==> config.mk <==
export PLATFORM = sky130hd
export DESIGN_NAME = mode_guard_ctl
export DESIGN_NICKNAME = d
export VERILOG_FILES = /design/src/rtl/mode_guard_pkg.sv /design/src/rtl/mg_prog_latch.sv /design/src/rtl/mg_write_gate.sv /design/src/rtl/mg_power_ctl.sv /design/src/rtl/mode_guard_ctl.sv
export SDC_FILE = /design/constraint.sdc
export NUM_CORES = 1
export LEC_CHECK = 0
export ABC_AREA = 1
export CAP_MARGIN = 20
export CORE_AREA = 2 2 39 41
export CTS_CLUSTER_SIZE = 40
export DETAILED_ROUTE_END_ITERATION = 10
export DIE_AREA = 0 0 41 43
export PLACE_DENSITY_LB_ADDON = 0.25
export SYNTH_ARGS = -nofsm -noshare
export SYNTH_HDL_FRONTEND = slang
export SYNTH_SLANG_ARGS = --single-unit
export TNS_END_PERCENT = 100
==> constraint.sdc <==
create_clock -name clk -period 1.2 [get_ports clk]
set_clock_uncertainty 0.05 [all_clocks]
set_input_delay 0.3 -clock clk [delete_from_list [all_inputs] [get_ports clk]]
set_output_delay 0.3 -clock clk [all_outputs]
set_load 0.01 [all_outputs]
==> src/rtl/mode_guard_pkg.sv <==
package mode_guard_pkg;
   typedef enum logic [1:0] {
      PWR_NORMAL  = 2'd0,
      PWR_SHALLOW = 2'd1,
      PWR_DEEP    = 2'd2
   } pwr_mode_e;

   function automatic int unsigned sel_width(input int unsigned n);
      return (n > 1) ? $clog2(n) : 1;
   endfunction
endpackage

==> src/rtl/mg_prog_latch.sv <==
module mg_prog_latch (
   input  logic clk,
   input  logic rst_n,
   input  logic cmd_wren,
   input  logic cmd_wrds,
   output logic prog_en
);
   logic en_q;

   always_ff @(posedge clk or negedge rst_n) begin
      if (!rst_n)        en_q <= 1'b0;
      else if (cmd_wrds) en_q <= 1'b0;
      else if (cmd_wren) en_q <= 1'b1;
   end

   assign prog_en = en_q;


   wren_set_chk: assert property (@(posedge clk) disable iff (!rst_n)
      (cmd_wren && !cmd_wrds) |=> prog_en);

   wrds_clr_chk: assert property (@(posedge clk) disable iff (!rst_n)
      cmd_wrds |=> !prog_en);
endmodule

==> src/rtl/mg_write_gate.sv <==
module mg_write_gate #(
   parameter int unsigned NUM_CH = 4,
   localparam int unsigned CH_W = mode_guard_pkg::sel_width(NUM_CH)
) (
   input  logic              clk,
   input  logic              rst_n,
   input  logic              cmd_read,
   input  logic              cmd_write,
   input  logic              tgt_dac,
   input  logic [CH_W-1:0]   tgt_ch,
   input  logic              dac_unlock,
   input  logic              prog_en,
   output logic              arr_we,
   output logic [NUM_CH-1:0] chan_upd,
   output logic              upd_from_store
);
   logic mem_wr, dac_wr_ok, dac_rd, dac_hit;

   always_comb begin
      mem_wr    = cmd_write && !tgt_dac;
      dac_wr_ok = cmd_write && tgt_dac && dac_unlock;
      dac_rd    = cmd_read && tgt_dac;
      dac_hit   = dac_wr_ok || dac_rd;
      arr_we    = (mem_wr || dac_wr_ok) && prog_en;
   end

   for (genvar i = 0; i < NUM_CH; i++) begin : g_chan
      assign chan_upd[i] = dac_hit && (tgt_ch == CH_W'(i));
   end

   assign upd_from_store = dac_rd;


   lock_blk_chk: assert property (@(posedge clk) disable iff (!rst_n)
      (cmd_write && tgt_dac && !dac_unlock) |-> (chan_upd == '0 && !arr_we));

   read_no_commit_chk: assert property (@(posedge clk) disable iff (!rst_n)
      (cmd_read && !cmd_write) |-> !arr_we);

   idle_quiet_chk: assert property (@(posedge clk) disable iff (!rst_n)
      (!cmd_read && !cmd_write) |-> (chan_upd == '0 && !arr_we && !upd_from_store));

   upd_onehot_chk: assert property (@(posedge clk) disable iff (!rst_n)
      $onehot0(chan_upd));
endmodule

==> src/rtl/mg_power_ctl.sv <==
module mg_power_ctl #(
   parameter int unsigned NUM_CH = 4
) (
   input  logic              clk,
   input  logic              rst_n,
   input  logic              cmd_pden,
   input  logic              cmd_pdds,
   input  logic              run_pin,
   input  logic              chip_sel,
   output logic              dac_sleep,
   output logic [NUM_CH-1:0] dac_hiz,
   output logic              ee_sleep,
   output logic [1:0]        pwr_mode
);
   import mode_guard_pkg::*;

   logic req_q, down;
   pwr_mode_e mode;

   always_ff @(posedge clk or negedge rst_n) begin
      if (!rst_n)                    req_q <= 1'b0;
      else if (run_pin && cmd_pdds)  req_q <= 1'b0;
      else if (run_pin && cmd_pden)  req_q <= 1'b1;
   end

   always_comb begin
      down = !run_pin || req_q;
      if (!down)         mode = PWR_NORMAL;
      else if (chip_sel) mode = PWR_DEEP;
      else               mode = PWR_SHALLOW;
   end

   assign dac_sleep = down;
   assign dac_hiz   = {NUM_CH{down}};
   assign ee_sleep  = (mode == PWR_DEEP);
   assign pwr_mode  = mode;


   pin_force_chk: assert property (@(posedge clk) disable iff (!rst_n)
      !run_pin |-> (dac_sleep && (&dac_hiz)));

   req_hold_chk: assert property (@(posedge clk) disable iff (!rst_n)
      !run_pin |=> $stable(req_q));

   release_chk: assert property (@(posedge clk) disable iff (!rst_n)
      (run_pin && cmd_pdds) |=> (run_pin |-> !dac_sleep));

   deep_chk: assert property (@(posedge clk) disable iff (!rst_n)
      ee_sleep |-> (dac_sleep && chip_sel));
endmodule

==> src/rtl/mode_guard_ctl.sv <==
module mode_guard_ctl #(
   parameter int unsigned NUM_CH = 4,
   localparam int unsigned CH_W = mode_guard_pkg::sel_width(NUM_CH)
) (
   input  logic              clk,
   input  logic              rst_n,
   input  logic              cmd_read,
   input  logic              cmd_write,
   input  logic              cmd_wren,
   input  logic              cmd_wrds,
   input  logic              cmd_pden,
   input  logic              cmd_pdds,
   input  logic              tgt_dac,
   input  logic [CH_W-1:0]   tgt_ch,
   input  logic              run_pin,
   input  logic              dac_unlock,
   input  logic              chip_sel,
   output logic              arr_we,
   output logic [NUM_CH-1:0] chan_upd,
   output logic              upd_from_store,
   output logic              dac_sleep,
   output logic [NUM_CH-1:0] dac_hiz,
   output logic              ee_sleep,
   output logic [1:0]        pwr_mode
);
   if (NUM_CH < 1 || NUM_CH > 64) begin : g_bad_cfg
      $error("mode_guard_ctl: NUM_CH must be in 1..64");
   end

   logic prog_en;

   mg_prog_latch i_latch (
      .clk(clk), .rst_n(rst_n),
      .cmd_wren(cmd_wren), .cmd_wrds(cmd_wrds),
      .prog_en(prog_en)
   );

   mg_write_gate #(.NUM_CH(NUM_CH)) i_gate (
      .clk(clk), .rst_n(rst_n),
      .cmd_read(cmd_read), .cmd_write(cmd_write),
      .tgt_dac(tgt_dac), .tgt_ch(tgt_ch),
      .dac_unlock(dac_unlock), .prog_en(prog_en),
      .arr_we(arr_we), .chan_upd(chan_upd),
      .upd_from_store(upd_from_store)
   );

   mg_power_ctl #(.NUM_CH(NUM_CH)) i_pwr (
      .clk(clk), .rst_n(rst_n),
      .cmd_pden(cmd_pden), .cmd_pdds(cmd_pdds),
      .run_pin(run_pin), .chip_sel(chip_sel),
      .dac_sleep(dac_sleep), .dac_hiz(dac_hiz),
      .ee_sleep(ee_sleep), .pwr_mode(pwr_mode)
   );


   mem_commit_chk: assert property (@(posedge clk) disable iff (!rst_n)
      (cmd_wren && !cmd_wrds) ##1 (cmd_write && !tgt_dac && !cmd_wrds) |-> arr_we);
endmodule

### Word level (Yosys, flattened, before mapping)

Cells that the tools add are included.

* input bits: 14
* flip-flop bits (word level): 2
* output and inout port bits: 14
* word-level logic and storage cells: 31

* mux-type cells: 6
* equality and inequality tests: 4
* reductions and logical operators: 19

Operator list (number)
* 1-bit logical AND: 11
* 2-bit == test (second input constant): 3
* 1-bit two-way mux: 4
* 2-bit two-way mux: 2
* 2-bit nonzero test: 2
* 1-bit logical OR: 3
* 2-bit by 1-bit == test with 1-bit output (second input constant): 1
* 1-bit zero test: 2
* 2-bit zero test: 1

### Longest topological paths before layout

* depth after elaboration: 4
* gate-level depth with buffers: 4

### Hierarchy

A second synthesis with hierarchy kept.

* cells, all modules: 34
* area, all modules: 201.4 um^2

Modules (own cells, without submodules)
* mg_power_ctl: area an instance 101.3 um^2, seq. area each 25.0 um^2, cells an instance 15, times used 1
* mg_write_gate: area an instance 67.6 um^2, seq. area each 0.0 um^2, cells an instance 16, times used 1
* mg_prog_latch: area an instance 32.5 um^2, seq. area each 25.0 um^2, cells an instance 3, times used 1

### Worst setup path before layout

OpenSTA, ideal clock, no wires.

* kind: register to output
* start: reg i_pwr.req_q
* end: out pwr_mode[1]
* path slack: -0.052 ns
* data arrival time: 0.902 ns
* buffers on the path: 1
* stages on the path, launching flop included: 4
* data required time: 0.850 ns
* cells stage by stage: dfrtp_1 > inv_1 > a21boi_0 > buf_4

* word-level cells in the longest chain between the ends: 2

Ends and longest elaborated chain
* start, declared: RTL line mg_power_ctl.sv:17 `logic req_q, down;`
* start signal, assigned: RTL line mg_power_ctl.sv:21 `if (!rst_n) req_q <= 1'b0;`
* start signal, assigned: RTL line mg_power_ctl.sv:22 `else if (run_pin && cmd_pdds) req_q <= 1'b0;`
* start signal, assigned: RTL line mg_power_ctl.sv:23 `else if (run_pin && cmd_pden) req_q <= 1'b1;`
* 1-bit logical OR: RTL line mg_power_ctl.sv:27 `down = !run_pin || req_q;`
* 2-bit two-way mux: RTL line mg_power_ctl.sv:28 `if (!down) mode = PWR_NORMAL;`
* end, declared: RTL line mode_guard_ctl.sv:24 `output logic [1:0] pwr_mode`

No other way between the ends.

### Final worst setup path

* start: reg i_pwr.req_q
* end: out dac_hiz[1]

* word-level cells in the longest chain between the ends: 1

Ends and longest elaborated chain
* 1-bit logical OR: RTL line mg_power_ctl.sv:27
* end, declared: RTL line mode_guard_ctl.sv:22 `output logic [NUM_CH-1:0] dac_hiz,`

No other way between the ends.

==> results by group <==
Drt
  • DR vias/cell: 3.785
  • Wirelength, routed: 628 um
  • WL/cell: 7.949 um
  • Pre-antenna DRT Iters: 4
  • DR iter-0 viols: 6
  • DRC violations left: 0
  • Antenna Nets Post-Route: 0
  • Vias: 299

Floorplanning
  • Core area: 1384 um2
  • FP Rows: 14
  • Die W: 41 um
  • Die ar.: 1763 um2
  • Initial Util: 0.1456
  • I/O pin count: 28
  • Die height: 43 um

STA
  • Setup violators final: 8
  • Worst-margin pin slew: 0.1386 ns
  • Final Hold Vio Count: 0
  • Max transition margin: 0.9076
  • FMAX: 804.7 MHz
  • Min Clock Period, post-route: 1.243 ns
  • Final critical-path setup slack: -0.04268 ns
  • Fin. max-slew vios: 0
  • Part of the cycle the worst path needs: 1.036
  • RSZ-0062 raised after global routing: true

Run
  • Max-capacitance violation count: 0

Critical path
  • Cells on worst reg2reg path: 4
  • Startpoint types: register
  • RR Startpoint: i_latch.prog_en
  • Critical Path RT: 0.85 ns
  • WP data arrival: 0.89 ns
  • Critical path fanouts, max: 5
  • Crit-path max cell delay: 0.36 ns
  • CP delay by family, top: flip-flops
  • CP max stage cell: dfrtp_1
  • Kind of critical path: reg -> out
  • Critical-path cell list: inv_2 -> nand2_4 -> buf_2
  • R2r setup slk: 0.31 ns
  • Crit. End Element: primary output
  • FF-to-FF End: i_latch.prog_en
  • Bufs and invs on worst path: 2

Power
  • Flop pwr share: 0.204
  • Power density cells: 819.0 nW/um2
  • Switching power: 112.8 uW
  • Total power: 376.1 uW
  • Sw Ratio: 0.2999
  • Leak: 0.0002602 uW
  • Worst VDD drop: 516.3 uV
  • Internal Power: 263.3 uW
  • Clk pwr share: 0.381
  • Logic pwr share: 0.416

Global route
  • Vias in the first global route: 272
  • Largest net degree at the start of global routing: 6
  • Global Route Usage Sum: 0.08417
  • First-pass GRT wire length: 1007 um
  • Initial antenna violation count: 0
  • Total grt overflow: 0

Final layout
  • Design area: 459.2 um2
  • Share of cells above drive strength 1: 0.6349
  • Area Growth Syn to Fin: 128.0%
  • Inserted Diodes: 0
  • Nets: 79
  • Non-Filler Instances: 79
  • Fillcell total: 161
  • Final Util: 0.3318

CTS
  • CTS tree: yes
  • CTS buffer count: 3
  • Htree depth: 1
  • Worst skew pair latency: 0.22 ns
  • CTS Buffer Depth: 2
  • Reg clk slew, reported paths: 0.03 ns
  • CTS root buf: clkbuf_4
  • Post-CTS Hold Buffers: 0
  • Clock sink count: 2

Yosys
  • Synth Warn #: 0
  • FF+latch count, synth: 2
  • Cell count after synthesis: 34
  • Seq/Total Area, Yosys: 0.2484
  • Synth Area per Inst: 5.925 um2
  • Cell variety after synth: 8
  • Synth Cell Area: 201.4 um2
  • Syn nets: 48

Placement
  • Placed wire-length estimate: 513.7 um
  • Routability Congestion: 0.5830
  • Post-place instance area: 476.7 um2
  • IO Port Bufs: 27
  • Placed cells: 75
  • Post-Place Setup Slack: -0.8414 ns

Run status
  • Failing checks: setup timing
  • Status: finished with violations

Worst hold path
  • Hold crit path type: in -> async
[placed cells by master (no fill, tap or decap), drive strengths merged]
| cell type | synthesis | routed |
|---|---|---|
| a21boi | 1 | 1 |
| a21oi | 6 | 6 |
| buf | 5 | 24 |
| clkbuf | 0 | 4 |
| clkdlybuf4s50 | 0 | 5 |
| dfrtp | 2 | 2 |
| dlygate4sd2 | 0 | 1 |
| inv | 6 | 6 |
| nand2 | 11 | 11 |
| nand3 | 1 | 1 |
| nor2 | 2 | 2 |
[Yosys cell counts, drive strengths merged]
cell,number,share of area
nand2,11,0.20
a21boi,1,0.037
inv,6,0.11
dfrtp,2,0.25
nand3,1,0.025
nor2,2,0.037
buf,5,0.19
a21oi,6,0.15
[metrics by stage]
stage	TNS, ns	hold slack [ns]
final	-0.2976	0.1975
after global placement	-9.668	0.4308
after detailed placement	-9.828	0.4299
after global routing	-0.7393	0.1938
after CTS	-0.3152	0.1961
after floorplan	0	-0.04559
[flip-flops by register name, summed over array words and instances, names as in the netlist]
register / flops
i_latch.prog_en: 1
i_pwr.req_q: 1
[cells by family (layout without fill, tap and decap cells)]
kind of cell / after synthesis / after routing / synth area share
AND/OR/NAND/NOR: 14 / 14 / 0.2671
buffers and inverters: 11 / 40 / 0.2981
AO/OA/AOI/OAI: 7 / 7 / 0.1864
flip-flops: 2 / 2 / 0.2485
[worst max-delay path by stage]
| stage | slack [ns] | end | start | depth (start not counted) |
|---|---|---|---|---|
| finish | -0.04 | dac_hiz[1] | i_pwr.req_q | 3 |
| global route | -0.09 | dac_hiz[2] | i_pwr.req_q | 3 |
| CTS | -0.04 | dac_hiz[3] | i_pwr.req_q | 3 |
| detailed placement | -0.84 | chan_upd[3] | tgt_dac | 4 |
| global placement | -0.83 | chan_upd[3] | tgt_dac | 4 |
| floorplan | 0.07 | pwr_mode[1] | i_pwr.req_q | 3 |
[cell type report]
| type | instances | area, um2 | share of cell area |
|---|---|---|---|
| inverters | 6 | 22.52 | 0.04905 |
| multi-input cells | 21 | 141.4 | 0.3079 |
| flip-flops and latches | 2 | 50.05 | 0.1090 |
| repair buffers | 31 | 202.7 | 0.4414 |
| well taps | 16 | 20.02 | 0.04360 |
| clock buffers | 3 | 22.52 | 0.04905 |
[power by group through the flow]
stage          Clock (uW)  Combinational, uW  Sequential, uW
5_1_grt               162                173            77.3
6_report              143                156            76.6
4_1_cts               149                150            76.6
3_5_place_dp            0                172            76.8
3_3_place_gp            0                172            76.7
2_1_floorplan           0               68.7            76.4
[what timing repair did]
item | 4_1_cts | 5_1_grt
cloned | 0 | 0
setup buffers | 1 | 0
pin swaps | 8 | 4
gates resized for setup | 90 | 12
hold endpoints to repair | 0 | 0
endpoints found under the setup margin | 14 | 13
[layer usage]
metal / vias to the layer above / GRT usage / wire [um]
met1: 125 / 0.1086 / 254
met3: 0 / 0.02094 / 53
met2: 15 / 0.1156 / 320
met4: 0 / 0.06000 / 0
met5: - / 0 / 0
li1: 159 / - / -
[worst register-to-register path, stage by stage, from the launching register on]
cell and delay [ns]:
dfrtp_1 0.36, buf_4 0.13, buf_4 0.12, nor2_1 0.09, nor2_1 0.04
Power figures use the tool's default switching activity.
